## src/rtl/sbs_pkg.sv

```systemverilog
// Shared types for the strobe bus sequencer.
package sbs_pkg;
    // Bus phase of the transfer in progress.
    typedef enum logic [1:0] {
        PH_IDLE = 2'd0,
        PH_ADDR = 2'd1,
        PH_DATA = 2'd2
    } phase_e;
endpackage

```

## src/rtl/sbs_cfg_reg.sv

```systemverilog
// Configuration register for the sequencer.
// Holds the strobe enable and the two-cycle selects. Produces the effective
// strobe enable, which is forced on by either two-cycle select.
// Assumes: load is a single-clock request; all bits reset to 0.
module sbs_cfg_reg (
    input  logic clk,
    input  logic rst_n,
    input  logic load,
    input  logic strobe_in,
    input  logic rd_two_in,
    input  logic wr_two_in,
    output logic rd_two_o,
    output logic wr_two_o,
    output logic strb_eff_o
);
    logic strobe_q;
    logic rd_two_q;
    logic wr_two_q;

    // Capture new configuration on load, clear on reset.
    always_ff @(posedge clk) begin
        if (!rst_n) begin
            strobe_q <= 1'b0;
            rd_two_q <= 1'b0;
            wr_two_q <= 1'b0;
        end else if (load) begin
            strobe_q <= strobe_in;
            rd_two_q <= rd_two_in;
            wr_two_q <= wr_two_in;
        end
    end

    // Effective strobe enable: any two-cycle select forces it.
    always_comb begin
        rd_two_o   = rd_two_q;
        wr_two_o   = wr_two_q;
        strb_eff_o = strobe_q | rd_two_q | wr_two_q;
    end
endmodule

```

## src/rtl/sbs_phase_fsm.sv

```systemverilog
// Phase sequencer: accepts a request, holds its fields, and steps through
// the address cycle and, for two-cycle timing, the data cycle.
// Assumes: the two-cycle selects are sampled in the address cycle; ready
// never depends on req_valid, so there is no input-to-output path.
module sbs_phase_fsm
    import sbs_pkg::*;
#(
    parameter int ADDR_W = 16,
    parameter int DATA_W = 32
) (
    input  logic              clk,
    input  logic              rst_n,
    input  logic              rd_two,
    input  logic              wr_two,
    input  logic              req_valid,
    input  logic              req_write,
    input  logic [ADDR_W-1:0] req_addr,
    input  logic [DATA_W-1:0] req_wdata,
    output logic              req_ready,
    output logic              addr_cyc_o,
    output logic              write_o,
    output logic              data_drive_o,
    output logic              capture_o,
    output logic [ADDR_W-1:0] addr_o,
    output logic [DATA_W-1:0] wdata_o
);
    phase_e            phase_q;
    phase_e            phase_d;
    logic              write_q;
    logic [ADDR_W-1:0] addr_q;
    logic [DATA_W-1:0] wdata_q;
    logic              two_cur;
    logic              last_cyc;
    logic              accept;
    logic              in_addr;
    logic              in_data;

    // Decode the current phase and whether it ends the transfer.
    always_comb begin
        in_addr   = (phase_q == PH_ADDR);
        in_data   = (phase_q == PH_DATA);
        two_cur   = write_q ? wr_two : rd_two;
        last_cyc  = (in_addr && !two_cur) || in_data;
        req_ready = (phase_q == PH_IDLE) || last_cyc;
        accept    = req_valid && req_ready;
    end

    // Next-phase selection.
    always_comb begin
        if (accept) begin
            phase_d = PH_ADDR;
        end else begin
            case (phase_q)
                PH_ADDR: phase_d = two_cur ? PH_DATA : PH_IDLE;
                PH_DATA: phase_d = PH_IDLE;
                default: phase_d = PH_IDLE;
            endcase
        end
    end

    // Phase register.
    always_ff @(posedge clk) begin
        if (!rst_n) begin
            phase_q <= PH_IDLE;
        end else begin
            phase_q <= phase_d;
        end
    end

    // Request field holding registers, loaded on accept.
    always_ff @(posedge clk) begin
        if (!rst_n) begin
            write_q <= 1'b0;
            addr_q  <= '0;
            wdata_q <= '0;
        end else if (accept) begin
            write_q <= req_write;
            addr_q  <= req_addr;
            wdata_q <= req_wdata;
        end
    end

    // Per-cycle bus intents handed to the pin driver and the read capture.
    always_comb begin
        addr_cyc_o   = in_addr;
        write_o      = write_q;
        data_drive_o = write_q && ((in_addr && !wr_two) || in_data);
        capture_o    = !write_q && ((in_addr && !rd_two) || in_data);
        addr_o       = addr_q;
        wdata_o      = wdata_q;
    end
endmodule

```

## src/rtl/sbs_pin_drive.sv

```systemverilog
// Pin driver: forms the strobes and the data-line output enable from the
// phase intents and the effective strobe enable.
// Assumes: intents come from registers, so pins change only after clock edges.
module sbs_pin_drive (
    input  logic strb_eff,
    input  logic addr_cyc,
    input  logic write,
    input  logic data_drive,
    output logic bus_rd,
    output logic bus_wr,
    output logic bus_dout_oe,
    output logic bus_strb_oe
);
    // Strobes are high only in the address cycle and only when enabled.
    always_comb begin
        bus_strb_oe = strb_eff;
        bus_rd      = strb_eff && addr_cyc && !write;
        bus_wr      = strb_eff && addr_cyc && write;
        bus_dout_oe = data_drive;
    end
endmodule

```

## src/rtl/sbs_rd_capture.sv

```systemverilog
// Read capture: samples the incoming data lines at the edge that ends a
// capture cycle and presents them with a one-clock valid pulse.
// Assumes: bus_din is stable around the capture edge.
module sbs_rd_capture #(
    parameter int DATA_W = 32
) (
    input  logic              clk,
    input  logic              rst_n,
    input  logic              capture,
    input  logic [DATA_W-1:0] din,
    output logic              rsp_valid,
    output logic [DATA_W-1:0] rsp_rdata
);
    // Capture register and valid pulse.
    always_ff @(posedge clk) begin
        if (!rst_n) begin
            rsp_valid <= 1'b0;
            rsp_rdata <= '0;
        end else begin
            rsp_valid <= capture;
            if (capture) begin
                rsp_rdata <= din;
            end
        end
    end
endmodule

```

## src/rtl/strobe_bus_seq.sv

```systemverilog
// Read/write strobe bus sequencer top.
// Sequences single transfers from an internal valid/ready request port onto
// a synchronous external bus, with one- or two-cycle timing per direction.
// Assumes: synchronous active-low reset; bus_din is synchronous to clk.
module strobe_bus_seq #(
    parameter int ADDR_W = 16,
    parameter int DATA_W = 32
) (
    input  logic              clk,
    input  logic              rst_n,
    input  logic              cfg_load,
    input  logic              cfg_strobe_en,
    input  logic              cfg_rd_two,
    input  logic              cfg_wr_two,
    input  logic              req_valid,
    input  logic              req_write,
    input  logic [ADDR_W-1:0] req_addr,
    input  logic [DATA_W-1:0] req_wdata,
    output logic              req_ready,
    output logic              rsp_valid,
    output logic [DATA_W-1:0] rsp_rdata,
    output logic [ADDR_W-1:0] bus_addr,
    output logic [DATA_W-1:0] bus_dout,
    output logic              bus_dout_oe,
    input  logic [DATA_W-1:0] bus_din,
    output logic              bus_rd,
    output logic              bus_wr,
    output logic              bus_strb_oe
);
    logic rd_two_q;
    logic wr_two_q;
    logic strb_eff;
    logic addr_cyc;
    logic cur_write;
    logic data_drive;
    logic capture;

    sbs_cfg_reg u_cfg (
        .clk        (clk),
        .rst_n      (rst_n),
        .load       (cfg_load),
        .strobe_in  (cfg_strobe_en),
        .rd_two_in  (cfg_rd_two),
        .wr_two_in  (cfg_wr_two),
        .rd_two_o   (rd_two_q),
        .wr_two_o   (wr_two_q),
        .strb_eff_o (strb_eff)
    );

    sbs_phase_fsm #(
        .ADDR_W (ADDR_W),
        .DATA_W (DATA_W)
    ) u_fsm (
        .clk          (clk),
        .rst_n        (rst_n),
        .rd_two       (rd_two_q),
        .wr_two       (wr_two_q),
        .req_valid    (req_valid),
        .req_write    (req_write),
        .req_addr     (req_addr),
        .req_wdata    (req_wdata),
        .req_ready    (req_ready),
        .addr_cyc_o   (addr_cyc),
        .write_o      (cur_write),
        .data_drive_o (data_drive),
        .capture_o    (capture),
        .addr_o       (bus_addr),
        .wdata_o      (bus_dout)
    );

    sbs_pin_drive u_pins (
        .strb_eff    (strb_eff),
        .addr_cyc    (addr_cyc),
        .write       (cur_write),
        .data_drive  (data_drive),
        .bus_rd      (bus_rd),
        .bus_wr      (bus_wr),
        .bus_dout_oe (bus_dout_oe),
        .bus_strb_oe (bus_strb_oe)
    );

    sbs_rd_capture #(
        .DATA_W (DATA_W)
    ) u_rdcap (
        .clk       (clk),
        .rst_n     (rst_n),
        .capture   (capture),
        .din       (bus_din),
        .rsp_valid (rsp_valid),
        .rsp_rdata (rsp_rdata)
    );
endmodule

```

## config.mk

```make
export PLATFORM = sky130hd
export DESIGN_NAME = strobe_bus_seq
export DESIGN_NICKNAME = d
export VERILOG_FILES = /design/src/rtl/sbs_pkg.sv /design/src/rtl/sbs_cfg_reg.sv /design/src/rtl/sbs_phase_fsm.sv /design/src/rtl/sbs_pin_drive.sv /design/src/rtl/sbs_rd_capture.sv /design/src/rtl/strobe_bus_seq.sv
export SDC_FILE = /design/constraint.sdc
export NUM_CORES = 1
export LEC_CHECK = 0
export BUFFER_PORTS_ARGS = -buffer_cell sky130_fd_sc_hd__buf_2
export CAP_MARGIN = 20
export CORE_MARGIN = 1.5
export CORE_UTILIZATION = 49
export DETAILED_ROUTE_END_ITERATION = 6
export PLACE_DENSITY = 0.89
export SYNTH_ARGS = -nofsm -noshare
export SYNTH_HDL_FRONTEND = slang
export SYNTH_SLANG_ARGS = --single-unit
```

## constraint.sdc

```tcl
create_clock -name clk -period 3.6 [get_ports clk]
set_clock_uncertainty 0.05 [all_clocks]
set_input_delay 0.72 -clock clk [delete_from_list [all_inputs] [get_ports clk]]
set_output_delay 0.72 -clock clk [all_outputs]
set_load 0.01 [all_outputs]
```

# After elaboration in Yosys (flattened, before gate mapping)

Index checks and enable logic that the tools add are counted.

Flip-flop bits (word level): 87
Input bits: 88

Eq/ne operators: 2
Multiplexer cells: 4
Bitwise logic cells: 4
Reduce and logical (&&, ||, !) cells: 19

Operator list:

| cell                 | count |
|---|---|
| $logic_and A1 B1 Y1  | 9 |
| $logic_not A1 Y1     | 4 |
| $logic_or A1 B1 Y1   | 4 |
| $mux W1              | 3 |
| $reduce_or A3 Y1     | 1 |
| $eq A2 B1 Y1 const B | 1 |
| $eq A2 B2 Y1 const B | 1 |
| $logic_not A2 Y1     | 1 |
| $mux W2              | 1 |
| $not A1 Y1           | 2 |
| $or A1 B1 Y1         | 2 |

# Depth between registers and ports, before layout

Depth in word-level cells: 7
Gate-level depth with buffers: 5
Mapped depth without buffers: 3

# Modules after synthesis

From an unflattened synthesis, not the netlist that was laid out.

Cells, all modules: 346
Area total of the unflattened synthesis: 3509.6 µm²

By module, submodules not included:

| module         | instances | cells an instance | area each (µm²) | seq. area each (µm²) |
|---|---|---|---|---|
| sbs_phase_fsm  | 1         | 227               | 2093.3          | 1021.0 |
| sbs_rd_capture | 1         | 105               | 1270.0          | 660.6 |
| sbs_cfg_reg    | 1         | 10                | 115.1           | 60.1 |
| sbs_pin_drive  | 1         | 4                 | 31.3            | 0.0 |

# Worst setup path before layout

Ideal clock, no wire load.

Path type: register to output
Start point: reg u_fsm.write_q, in the netlist u_fsm.write_o
End point: out req_ready
Arrival time: 1.070 ns
Required time: 2.830 ns
Setup slack: 1.760 ns
Cell stages (with the launch flop): 3
Path buffers: 0
Cell sequence: dfxtp_1 > mux2_2 > o21ai_0

Cells in the longest elaborated chain, start to end: 5

RTL lines:

| what                   | line                 | text |
|---|---|---|
| from (decl)            | sbs_phase_fsm.sv:29  | `logic write_q;` |
| from (signal assigned) | sbs_phase_fsm.sv:77  | `write_q <= req_write;` |
| $mux W1                | sbs_phase_fsm.sv:42  | `two_cur = write_q ? wr_two : rd_two;` |
| $logic_not A1 Y1       | sbs_phase_fsm.sv:43  | `last_cyc = (in_addr && !two_cur) \|\| in_data;` |
| $logic_and A1 B1 Y1    | sbs_phase_fsm.sv:43  |  |
| $logic_or A1 B1 Y1     | sbs_phase_fsm.sv:43  |  |
| $logic_or A1 B1 Y1     | sbs_phase_fsm.sv:44  | `req_ready = (phase_q == PH_IDLE) \|\| last_cyc;` |
| to (decl)              | strobe_bus_seq.sv:19 | `output logic req_ready,` |

Every way passes these cells.

# Worst setup path after layout

Same ends and word-level chain as after synthesis.

==> results.md <==
* Initial DRC count at 101
* Initial core utilization at 51.3%
* H-Tree Depth at 3
* Yosys cell types at 22
* Fin crit period at 2.34 ns
* Cell Area, Synth at 3520 sq um
* Final design utilization at 67.2%
* Worst setup EP type: output pin
* Setup violators final at 0
* RR Endpoint: u_rdcap.rsp_rdata[26]
* Overall Global Routing Usage at 20.4%
* Mapped Nets at 469
* Worst path required time at 2.83 ns
* Slowest CP cell: dfxtp_1
* Die Y at 87.8 microns
* Slew HR at 37.4%
* Final period utilization at 65.0%
* Critical path class: flop to output pin
* GP Congestion at 0.757
* Startpoint types: flop
* CP Max Fanout at 6
* Total gr overflow at 0
* Die area at 7710 sq um
* Hold path cells at 2
* Cts repair resizes at 0
* Total core area at 6870 sq um
* # placed instances at 627
* Max Buffers Root-to-Sink at 2
* Row cnt at 30
* Hold Vio Cnt, Final at 0
* # hold bufs at CTS at 0
* Worst Hold Class: flop to flop
* Depth of the most critical reg-to-reg path at 4
* Crit path DAT at 1.57 ns
* Lkg Pwr at 2.43 nW
* Tightest Pin Transition at 0.937 ns
* Vias after detailed routing at 3049
* CTS tree: built
* Total of max-cap violations at 0
* Max Clock Freq at 0.427 GHz
* Avg Cell Area, Syn at 9.25 sq um
* Vias in the first global route at 2810
* WL/cell at 12.6 microns
* RSZ-0062 raised after global routing: false
* Synth Warn # at 0
* CTS Buf Count at 9
* Worst r2r src: u_fsm.phase_q[0]
* Postcts setup bufs at 0
* Io pins at 174
* Post-route ant nets at 0
* Antenna violations before repair at 0
* Final WL at 8080 microns
* Clock transition at the registers of the reported paths at 0.09 ns
* Setup TNS at 0 ns
* Fill cells at 573
* Final instance count without filler cells at 643
* Crit-path max cell delay at 0.47 ns
* Pre-Repair DR Iteration Count at 4
* Die Wd at 87.8 microns
* Cell Chain, Critical Path: mux2_2, o21ai_0, buf_2
* Port Buffers at 173
* Clk sink count at 87
* Clk root buf: clkbuf_8
* Hold endpoint: u_rdcap.rsp_rdata[1]
* Vias/cell at 4.74
* Pwr Total at 0.00220 W
* Worst skew pair latency at 0.33 ns
* Worst vdd ir at 301 uV
* First-pass GRT wire length at 12400 microns
* Sequential element share of the synthesized area at 49.4%
* Area Growth Syn to Fin at 31.0%
* R2r setup slk at 1.38 ns
* Largest net degree at the start of global routing at 99
* Final #Nets at 630
* Dpl hpwl at 5960 microns
* Gate Count Post-Synth at 381
* Synth Register Bits at 87
* DRC viols at 0
* Hold_sp: u_rdcap.rsp_rdata[1]
* Layout cell share with drive strength beyond 1 at 36.2%
* Status: finished, final reports clean
* Final slew viol count at 0
* Pwr Density at 477 nW/um^2
* ANT cells at 0
-- stage by stage --
stage / setup slack (ns) / instance area [sq um] / hold slack [ns]
final: 1.26 / 4620 / 0.406
after global routing: 1.20 / 4620 / 0.420
after CTS: 1.26 / 4620 / 0.408
after detailed placement: 1.24 / 4390 / 0.394
after global placement: 1.32 / 4390 / 0.389
after floorplan: 1.76 / 3520 / 0.426
-- layer usage --
| layer | global-route usage, % | part of all wire (%) | vias up | wire length (microns) |
|---|---|---|---|---|
| met5 | 0 | 0 | - | 0 |
| met4 | 10.1 | 1.9 | 0 | 156 |
| met3 | 4.81 | 6.4 | 12 | 521 |
| met2 | 35.8 | 50 | 104 | 4010 |
| met1 | 23.1 | 42 | 1387 | 3390 |
| li1 | - | - | 1546 | - |
-- critical path: cells and delay by family (launching register included) --
| family | cells | cell delay, ns |
|---|---|---|
| mux | 1 | 0.42 |
| flops | 1 | 0.47 |
| buf+inv | 1 | 0.16 |
| compound gates | 1 | 0.19 |
-- cell families after synthesis --
kind of cell / count (synthesis) / synth area share, %
simple gates: 177 / 20.0
flops: 87 / 49.4
mux: 85 / 24.2
buf+inv: 28 / 5.25
compound gates: 4 / 1.17
-- power breakdown --
part	leakage, nW	switching [W]	internal [W]
registers	0.717	0.0000403	0.00104
clock network	0.110	0.000335	0.000411
logic	1.60	0.000197	0.000178
total	2.43	0.000572	0.00163
-- sequential cells by signal (all words and copies together), names as in the netlist --
signal             count
u_cfg.strobe_q         1
u_fsm.phase_q          2
u_rdcap.rsp_rdata     32
u_fsm.write_o          1
u_rdcap.rsp_valid      1
u_fsm.wdata_o         32
u_fsm.addr_o          16
u_cfg.wr_two_o         1
u_cfg.rd_two_o         1
-- placed cells by master, fill, tap and decap left out --
cell type     n
nor2_1        1
or2b_1        1
a21oi_4       1
inv_1         1
o21ai_0       1
nand2b_1      2
nand2_1     163
or3_1         1
mux2_2        1
dfxtp_1      87
clkinv_2      1
and2_1        1
o22ai_4       1
or3b_1        1
buf_12        2
buf_2       172
clkinv_4      1
buf_4         3
nor2b_1       4
clkinvlp_4    1
clkbuf_1      1
and3_2        2
bufinv_16     2
and2_2        1
clkbuf_8     10
mux2i_1      84
a21boi_0      1
-- cells in the mapped netlist --
| library cell | number | area share (%) |
|---|---|---|
| buf_2 | 1 | 0.14 |
| or3_1 | 1 | 0.18 |
| nand2_1 | 163 | 17 |
| a21oi_4 | 1 | 0.46 |
| a21boi_0 | 1 | 0.21 |
| nor2_1 | 1 | 0.11 |
| mux2_2 | 1 | 0.32 |
| inv_1 | 1 | 0.11 |
| mux2i_1 | 84 | 24 |
| nor2b_1 | 4 | 0.71 |
| and2_1 | 1 | 0.18 |
| o22ai_2 | 1 | 0.35 |
| and3_2 | 2 | 0.43 |
| and2_2 | 1 | 0.21 |
| buf_8 | 5 | 2.1 |
| or3b_1 | 1 | 0.25 |
| dfxtp_1 | 87 | 49 |
| nand2b_1 | 2 | 0.35 |
| or2b_1 | 1 | 0.21 |
| o21ai_0 | 1 | 0.14 |
| clkbuf_1 | 18 | 1.9 |
| buf_6 | 3 | 0.96 |
-- worst max-delay path by stage --
stage | startpoint | endpoint | slack, ns | cells past startpoint
floorplan | u_fsm.write_o | req_ready | 1.76 | 2
global placement | req_valid | u_fsm.wdata_o[24] | 1.32 | 5
detailed placement | req_valid | u_fsm.wdata_o[28] | 1.24 | 5
CTS | u_fsm.write_o | req_ready | 1.26 | 3
global route | u_fsm.write_o | req_ready | 1.20 | 3
finish | u_fsm.write_o | req_ready | 1.26 | 3
-- final cells by class --
cell class | instances | area, sq um | share of cell area [%]
Clock buffer | 11 | 141 | 3.06
Clock inverter | 5 | 81.3 | 1.76
Inverter | 1 | 3.75 | 0.0813
Multi-Input combinational cell | 266 | 1610 | 34.8
Sequential cell | 87 | 1740 | 37.7
Tap cell | 96 | 120 | 2.60
Timing Repair Buffer | 177 | 923 | 20.0
(Power assumes the default switching activity.)
